## src/rtl/conv_pe_pkg.sv

```systemverilog
package conv_pe_pkg;
    localparam int unsigned DEF_CH   = 4;
    localparam int unsigned DEF_DW   = 8;
    localparam int unsigned DEF_TAPS = 3;
    localparam int unsigned DEF_AW   = 16;
    localparam int unsigned DEF_SW   = 4;
    localparam int unsigned DEF_OW   = 8;
    localparam int unsigned DEF_MAXSH = 8;

    typedef enum logic {
        MODE_FRESH = 1'b0,
        MODE_ACCUM = 1'b1
    } sum_mode_e;
endpackage

```

## src/rtl/conv_pe.sv

```systemverilog
module conv_pe
    import conv_pe_pkg::*;
#(
    parameter int unsigned DW   = DEF_DW,
    parameter int unsigned TAPS = DEF_TAPS,
    parameter int unsigned AW   = DEF_AW,
    parameter int unsigned SW   = DEF_SW
) (
    input  logic                 clk,
    input  logic                 rst_n,
    input  logic                 wt_we,
    input  logic [TAPS*DW-1:0]   wt_data,
    input  logic                 in_valid,
    input  logic [TAPS*DW-1:0]   in_pix,
    input  logic                 in_acc,
    input  logic [SW-1:0]        in_shift,
    output logic                 out_valid,
    output logic [AW-1:0]        out_sum,
    output logic [SW-1:0]        out_shift
);
    localparam int unsigned PW   = 2 * DW;
    localparam int unsigned SUMW = AW + $clog2(TAPS + 1) + 1;
    localparam logic signed [SUMW-1:0] SMAX = {{(SUMW-AW+1){1'b0}}, {(AW-1){1'b1}}};
    localparam logic signed [SUMW-1:0] SMIN = {{(SUMW-AW+1){1'b1}}, {(AW-1){1'b0}}};

    typedef struct packed {
        logic [TAPS-1:0][DW-1:0] w;
        logic [TAPS-1:0][PW-1:0] prod;
        logic                    v1;
        sum_mode_e               mode1;
        logic [SW-1:0]           sh1;
        logic [AW-1:0]           psum;
        logic                    v2;
        logic [SW-1:0]           sh2;
    } pe_state_t;

    pe_state_t st_d, st_q;

    always_comb begin
        logic signed [SUMW-1:0] total;
        logic signed [PW-1:0]   wx;
        logic signed [PW-1:0]   px;
        st_d  = st_q;
        total = '0;
        wx    = '0;
        px    = '0;
        if (wt_we) begin
            for (int k = 0; k < TAPS; k++) st_d.w[k] = wt_data[k*DW +: DW];
        end
        // stage 1: three multipliers against the local taps
        st_d.v1 = in_valid;
        if (in_valid) begin
            for (int k = 0; k < TAPS; k++) begin
                wx = {{(PW-DW){st_q.w[k][DW-1]}}, st_q.w[k]};
                px = {{(PW-DW){in_pix[k*DW+DW-1]}}, in_pix[k*DW +: DW]};
                st_d.prod[k] = wx * px;
            end
            st_d.mode1 = in_acc ? MODE_ACCUM : MODE_FRESH;
            st_d.sh1   = in_shift;
        end
        // stage 2: mux (zero or partial sum) into the adder, then saturate
        st_d.v2 = st_q.v1;
        if (st_q.v1) begin
            total = (st_q.mode1 == MODE_ACCUM) ?
                    {{(SUMW-AW){st_q.psum[AW-1]}}, st_q.psum} : '0;
            for (int k = 0; k < TAPS; k++)
                total = total + {{(SUMW-PW){st_q.prod[k][PW-1]}}, st_q.prod[k]};
            if (total > SMAX)      st_d.psum = SMAX[AW-1:0];
            else if (total < SMIN) st_d.psum = SMIN[AW-1:0];
            else                   st_d.psum = total[AW-1:0];
            st_d.sh2 = st_q.sh1;
        end
    end

    always_ff @(posedge clk) begin
        if (!rst_n) st_q <= '0;
        else        st_q <= st_d;
    end

    assign out_valid = st_q.v2;
    assign out_sum   = st_q.psum;
    assign out_shift = st_q.sh2;

    // taps change only on a write
    a_r3_taps_hold: assert property (@(posedge clk) disable iff (!rst_n)
        !wt_we |=> $stable(st_q.w));
    // partial sum moves only on a valid product beat
    a_r5_psum_hold: assert property (@(posedge clk) disable iff (!rst_n)
        !st_q.v1 |=> $stable(st_q.psum));
    // a fresh sum of zero products is zero
    a_r4_fresh_zero: assert property (@(posedge clk) disable iff (!rst_n)
        (st_q.v1 && st_q.mode1 == MODE_FRESH && st_q.prod == '0) |=> (st_q.psum == '0));
endmodule

```

## src/rtl/relu_quant.sv

```systemverilog
module relu_quant
    import conv_pe_pkg::*;
#(
    parameter int unsigned AW    = DEF_AW,
    parameter int unsigned SW    = DEF_SW,
    parameter int unsigned OW    = DEF_OW,
    parameter int unsigned MAXSH = DEF_MAXSH
) (
    input  logic          clk,
    input  logic          rst_n,
    input  logic          in_valid,
    input  logic [AW-1:0] in_sum,
    input  logic [SW-1:0] in_shift,
    output logic          out_valid,
    output logic [OW-1:0] out_act
);
    localparam logic [OW-1:0] OMAX = {1'b0, {(OW-1){1'b1}}};
    localparam logic [AW-1:0] OMAX_W = {{(AW-OW){1'b0}}, OMAX};

    typedef struct packed {
        logic          v;
        logic [OW-1:0] act;
    } rq_state_t;

    rq_state_t rq_d, rq_q;

    always_comb begin
        logic [AW-1:0] rect;
        logic [SW-1:0] sh_eff;
        logic [AW-1:0] shifted;
        rq_d    = rq_q;
        rq_d.v  = in_valid;
        rect    = ($signed(in_sum) > 0) ? in_sum : '0;
        sh_eff  = (in_shift > SW'(MAXSH)) ? SW'(MAXSH) : in_shift;
        shifted = rect >> sh_eff;
        if (in_valid) begin
            rq_d.act = (shifted > OMAX_W) ? OMAX : shifted[OW-1:0];
        end
    end

    always_ff @(posedge clk) begin
        if (!rst_n) rq_q <= '0;
        else        rq_q <= rq_d;
    end

    assign out_valid = rq_q.v;
    assign out_act   = rq_q.act;

    // a nonzero activation only comes from a positive sum
    a_r6_relu_positive: assert property (@(posedge clk) disable iff (!rst_n)
        (rq_q.v && rq_q.act != '0) |-> ($signed($past(in_sum)) > 0));
    // activation never exceeds the clamp
    a_r7_act_range: assert property (@(posedge clk) disable iff (!rst_n)
        rq_q.v |-> (rq_q.act <= OMAX));
    // no valid input, activation held
    a_r8_act_hold: assert property (@(posedge clk) disable iff (!rst_n)
        !in_valid |=> $stable(rq_q.act));
endmodule

```

## src/rtl/conv_pe_array.sv

```systemverilog
module conv_pe_array
    import conv_pe_pkg::*;
#(
    parameter int unsigned NUM_CH = DEF_CH,
    parameter int unsigned DW     = DEF_DW,
    parameter int unsigned TAPS   = DEF_TAPS,
    parameter int unsigned AW     = DEF_AW,
    parameter int unsigned SW     = DEF_SW,
    parameter int unsigned OW     = DEF_OW,
    parameter int unsigned MAXSH  = DEF_MAXSH,
    localparam int unsigned CHW   = (NUM_CH > 1) ? $clog2(NUM_CH) : 1
) (
    input  logic                 clk,
    input  logic                 rst_n,
    input  logic                 pix_valid,
    input  logic [TAPS*DW-1:0]   pix_data,
    input  logic                 acc_en,
    input  logic [SW-1:0]        shift_amt,
    input  logic                 wt_we,
    input  logic [CHW-1:0]       wt_ch,
    input  logic [TAPS*DW-1:0]   wt_data,
    output logic                 out_valid,
    output logic [NUM_CH*OW-1:0] out_act
);
    logic [NUM_CH-1:0]         sum_valid;
    logic [NUM_CH-1:0][AW-1:0] sum_val;
    logic [NUM_CH-1:0][SW-1:0] sum_shift;
    logic [NUM_CH-1:0]         ch_valid;

    for (genvar c = 0; c < NUM_CH; c++) begin : g_ch
        conv_pe #(.DW(DW), .TAPS(TAPS), .AW(AW), .SW(SW)) pe_i (
            .clk       (clk),
            .rst_n     (rst_n),
            .wt_we     (wt_we && (wt_ch == CHW'(c))),
            .wt_data   (wt_data),
            .in_valid  (pix_valid),
            .in_pix    (pix_data),
            .in_acc    (acc_en),
            .in_shift  (shift_amt),
            .out_valid (sum_valid[c]),
            .out_sum   (sum_val[c]),
            .out_shift (sum_shift[c])
        );
        relu_quant #(.AW(AW), .SW(SW), .OW(OW), .MAXSH(MAXSH)) rq_i (
            .clk       (clk),
            .rst_n     (rst_n),
            .in_valid  (sum_valid[c]),
            .in_sum    (sum_val[c]),
            .in_shift  (sum_shift[c]),
            .out_valid (ch_valid[c]),
            .out_act   (out_act[c*OW +: OW])
        );
    end

    assign out_valid = ch_valid[0];

    // fixed three-cycle latency
    a_r2_valid_latency: assert property (@(posedge clk) disable iff (!rst_n)
        out_valid |-> $past(pix_valid, 3));
    // channels in lockstep
    a_r2_lockstep: assert property (@(posedge clk) disable iff (!rst_n)
        (ch_valid == '0) || (ch_valid == '1));
    // quiet right after reset
    a_r1_reset_quiet: assert property (@(posedge clk)
        !rst_n |=> (!out_valid && out_act == '0));
endmodule

```

## config.mk

```make
export PLATFORM = sky130hd
export DESIGN_NAME = conv_pe_array
export DESIGN_NICKNAME = d
export VERILOG_FILES = /design/src/rtl/conv_pe_pkg.sv /design/src/rtl/conv_pe.sv /design/src/rtl/relu_quant.sv /design/src/rtl/conv_pe_array.sv
export SDC_FILE = /design/constraint.sdc
export NUM_CORES = 2
export LEC_CHECK = 0
export CAP_MARGIN = 20
export CORE_MARGIN = 2
export CORE_UTILIZATION = 30
export CTS_CLUSTER_SIZE = 10
export DETAILED_ROUTE_END_ITERATION = 10
export PLACE_DENSITY = 0.49
export SLEW_MARGIN = 30
export SYNTH_ARGS = -nofsm -noshare
export SYNTH_HDL_FRONTEND = slang
export SYNTH_SLANG_ARGS = --single-unit
```

## constraint.sdc

```tcl
create_clock -name clk -period 5.5 [get_ports clk]
set_input_delay 1.65 -clock clk [delete_from_list [all_inputs] [get_ports clk]]
set_output_delay 1.65 -clock clk [all_outputs]
set_load 0.01 [all_outputs]
```

==> qor_table.md <==
| Step | Quantity | Value |
|:---|:---|:---|
| floorplanning | Cell row count | 152 |
| logic synthesis | Main combinational cell family by area after synthesis | adder cells |
| logic synthesis | Async set-reset flop share out of synthesis | 0% |
| clock network | Insertion delay of the later-clocked pin in the worst-skew pair | 0.67 ns |
| logic synthesis | Post-synthesis area per instance | 8.62 sq um |
| timing | Final setup margin | 0.118 ns |
| global route | Largest net degree at the start of global routing | 121 |
| logic synthesis | Adder-cell share of the synthesized area | 40.7% |
| pwr | Cell leakage power | 29.1 nW |
| worst setup path | Endpoint class of the critical path | register |
| logic synthesis | Top cell type's share of synthesized area | 30.6% |
| worst setup path | Crit-path max FO | 8 |
| worst setup path | Data arrival at the endpoint of the critical path | 5.90 ns |
| floorplanning | Starting utilization of the core area | 30.2% |
| floorplanning | Core ar. | 172000 sq um |
| outcome | Outcome | finished, final reports clean |
| logic synthesis | Post-synthesis compound-gate area fraction | 10.4% |
| worst setup path | Critical Path Source Type | input port |
| timing | Final critical path time including I/O delays and setup | 5.38 ns |
| timing | Worst slew margin | 32.5% |
| logic synthesis | Fraction of synthesized cell area in xor and xnor cells | 3.14% |
| route | Wirelength per Cell | 18.0 um |
| route | Total via count after detailed routing | 41200 |
| clock network | Clock tree from TritonCTS | built |
| timing | Max Clock Freq | 186 MHz |
| clock network | CTS clk-pin slew, worst paths | 0.06 ns |
| floorplanning | Floorplan die width | 420 um |
| logic synthesis | Cell area after technology mapping | 51900 sq um |
| logic synthesis | Mapped Nets | 7292 |
| logic synthesis | Count of unique library cells instantiated by Yosys | 88 |
| logic synthesis | Cell accounting for the most synthesized area | sky130_fd_sc_hd__fa_1 |
| global route | Wire length of the first global-routing pass | 249 mm |
| finish | Final Instance Count excl. Fillers | 8889 |
| logic synthesis | Sequential cell area fraction in the yosys report | 15.3% |
| timing | Finish-stage setup viols | 0 |
| logic synthesis | Post-synthesis simple-gate area fraction | 17.0% |
| route | Number of optimization iterations in the first detailed-route pass | 5 |
| logic synthesis | Number of warnings reported in the yosys synthesis log | 0 |
| logic synthesis | Most instantiated library cell after synthesis | sky130_fd_sc_hd__inv_1 |
| timing | Count of pins over their slew limit | 0 |
| place | DP HPWL | 125 mm |
| route | Iter 0 DRT Violations | 2314 |
| clock network | Level count of the clock H-tree | 2 |
| finish | Layout area overhead | 21.6% |
| place | Count of port buffers added during placement | 91 |
| timing | Transition at the pin with the smallest max-transition slack | 1.01 ns |
| place | Routability congestion estimate | 0.887 |
| global route | Final global-route overflow total | 0 |
| clock network | Clock tree root buffer cell | sky130_fd_sc_hd__clkbuf_16 |
| logic synthesis | Synthesis-stage register bit count | 396 |
| route | Residual DRC | 0 |
| worst setup path | Data required time at the worst endpoint | 6.02 ns |
| global route | Number of global-route vias before repair | 42400 |
| pwr | Worst vdd rail ir drop | 0.238 mV |
| worst setup path | Startpoint-to-endpoint class of the critical path | in2reg |
| place | Setup slack after placement | -0.908 ns |
| timing | Number of hold violations in the final report | 0 |
| logic synthesis | EDFF count, synth | 0 |
| logic synthesis | Most instantiated flip-flop cell in the synthesis netlist | sky130_fd_sc_hd__dfxtp_1 |
| timing | Worst clock skew on the final layout | 0.0300 ns |
| floorplanning | Die area | 176000 sq um |
| logic synthesis | Leading post-synthesis cells by cell area | sky130_fd_sc_hd__fa_1 (31%), sky130_fd_sc_hd__dfxtp_1 (15%), sky130_fd_sc_hd__ha_1 (10%) |
| logic synthesis | Cell count after synthesis | 6021 |
| clock network | Number of buffers added by the clock tree synthesis step | 56 |
| route | Routed wire length | 160 mm |
| flow run | Maxcap violations | 0 |
| floorplanning | Top-Level Pins | 92 |
| route | Antenna violation net count after detailed routing | 0 |
| clock network | Number of buffers on the longest clock path | 3 |
| global route | Global router's overall resource usage | 18.2% |
| worst hold path | Classification of the worst-slack hold path | reg2reg |
| logic synthesis | Multiplexer fraction of the synthesized cell area | 3.41% |
| route | Vias per Instance | 4.63 |
| floorplanning | Die Ht | 420 um |
| timing | Tcrit/Tclk final | 97.8% |
| place | Instance count after placement with tap cells included | 8712 |
| finish | Number of nets in the layout | 7807 |
| finish | Fraction of layout instances using a drive strength above 1 | 14.9% |
| logic synthesis | Top cell types by occurrence after synthesis | sky130_fd_sc_hd__inv_1 (1140), sky130_fd_sc_hd__fa_1 (792), sky130_fd_sc_hd__nand2_1 (642) |
| clock network | Clock tree sinks | 396 |
| pwr | Power Dens Cells | 219 nW/um^2 |
| global route | Initial antenna violation count | 5 |
layout make-up:
type | instances | area (sq um)
flip-flops and latches | 396 | 7930
diodes | 2 | 5.00
well taps | 2310 | 2890
clock buffers | 75 | 1550
repair buffers | 699 | 6390
fillers | 17700 | 109000
multi-input cells | 4240 | 39600
inverters | 1143 | 4300
clock inverters | 24 | 372
routing by layer:
layer	track usage (%)	wire length, um	vias to the layer above	share of wire, %
met5	0	23	-	0.014
met3	1.79	6210	173	3.9
met4	4.53	4160	4	2.6
li1	-	-	19900	-
met2	30.3	74800	716	47
met1	25.1	74500	20400	47
cells in the final DEF (no fill, tap or decap), drive strengths merged, types with 29 or more instances in the layout:
cell	netlist	final
inv	1141	1144
mux2i	161	161
nor2	317	317
fa	792	792
a211oi	39	39
a21oi	322	322
dfxtp	396	396
clkbuf	198	92
and3	29	29
xnor2	132	132
nand3	83	83
and2	488	488
clkdlybuf4s50	0	65
nand2b	82	82
nor3	60	60
a21o	45	45
nand2	652	652
o211ai	30	30
o21a	51	51
buf	42	595
o21ai	225	225
xor2	54	54
ha	420	420
nor2b	33	33
sequential cells by signal, indices dropped and copies added, names as in the netlist:
signal	cells
g_ch.rq_i.out_valid	1
g_ch.pe_i.st_q	293
g_ch.pe_i.out_valid	1
g_ch.pe_i.out_sum	64
g_ch.pe_i.out_shift	4
g_ch.pe_i.st_d	1
g_ch.rq_i.out_act	32
worst paths after layout:
path	to	startpoint	slack, ns	depth (start not counted)
worst min register to register	g_ch[1].rq_i.out_act[7]$_SDFFE_PN0P_	g_ch[1].rq_i.out_act[7]$_SDFFE_PN0P_	0.45	1
worst min-delay path	g_ch[1].rq_i.out_act[7]$_SDFFE_PN0P_	g_ch[1].rq_i.out_act[7]$_SDFFE_PN0P_	0.45	1
worst max register to register	g_ch[1].pe_i.out_sum[0]$_SDFFE_PN0P_	g_ch[2].pe_i.st_q[25]$_SDFFE_PN0P_	0.40	16
worst max-delay path	g_ch[3].pe_i.st_q[42]$_SDFFE_PN0P_	pix_data[1]	0.12	20
cells by family after synthesis:
kind of cell / Yosys count
XOR/XNOR: 186
multiplexers: 170
flip-flops: 396
AND/OR/NAND/NOR: 1802
adder cells (fa/ha/maj): 1212
buffers and inverters: 1385
AO/OA/AOI/OAI: 870
stage by stage:
| step | hold slack, ns | setup TNS (ns) | utilization, % | instance area [sq um] | total power [mW] |
|---|---|---|---|---|---|
| 3_3_place_gp | 0.444 | -62.39 | 34.6 | 59500 | 9.69 |
| 6_report | 0.454 | 0 | 36.7 | 63100 | 13.8 |
| 3_5_place_dp | 0.443 | -65.13 | 34.6 | 59500 | 9.74 |
| 5_1_grt | 0.464 | -0.0335 | 36.7 | 63100 | 14.9 |
| 2_1_floorplan | 0.441 | -0.00126 | - | 52300 | 7.57 |
| 4_1_cts | 0.461 | -0.0521 | 36.2 | 62100 | 13.8 |
worst max-delay path: stages:
cell                            delay, ns
sky130_fd_sc_hd__dlygate4sd2_1       0.26
sky130_fd_sc_hd__buf_12              0.15
sky130_fd_sc_hd__and2_4              0.16
sky130_fd_sc_hd__fa_1                0.54
sky130_fd_sc_hd__inv_2               0.04
sky130_fd_sc_hd__fa_1                0.49
sky130_fd_sc_hd__inv_2               0.04
sky130_fd_sc_hd__fa_1                0.52
sky130_fd_sc_hd__inv_1               0.05
sky130_fd_sc_hd__fa_1                0.51
sky130_fd_sc_hd__inv_2               0.05
sky130_fd_sc_hd__ha_4                0.22
sky130_fd_sc_hd__inv_2               0.05
sky130_fd_sc_hd__o21ai_1             0.07
sky130_fd_sc_hd__a21o_1              0.21
sky130_fd_sc_hd__a21oi_2             0.20
sky130_fd_sc_hd__o21ai_2             0.10
sky130_fd_sc_hd__o41ai_2             0.34
sky130_fd_sc_hd__xnor2_1             0.16
sky130_fd_sc_hd__a21oi_1             0.08
repair_timing:
item                                    4_1_cts  5_1_grt
cloned                                       10        6
endpoints found under the setup margin       48       69
resized for setup                            65      164
pin swaps                                    66      142
buffers inserted                             30       30
hold buffers                                  0        0
power by group:
| group | switching, mW | total (mW) | internal [mW] |
|---|---|---|---|
| registers | 0.371 | 3.52 | 3.15 |
| clock network | 1.55 | 3.94 | 2.39 |
| logic | 3.58 | 6.36 | 2.78 |
(Power assumes the default switching activity.)
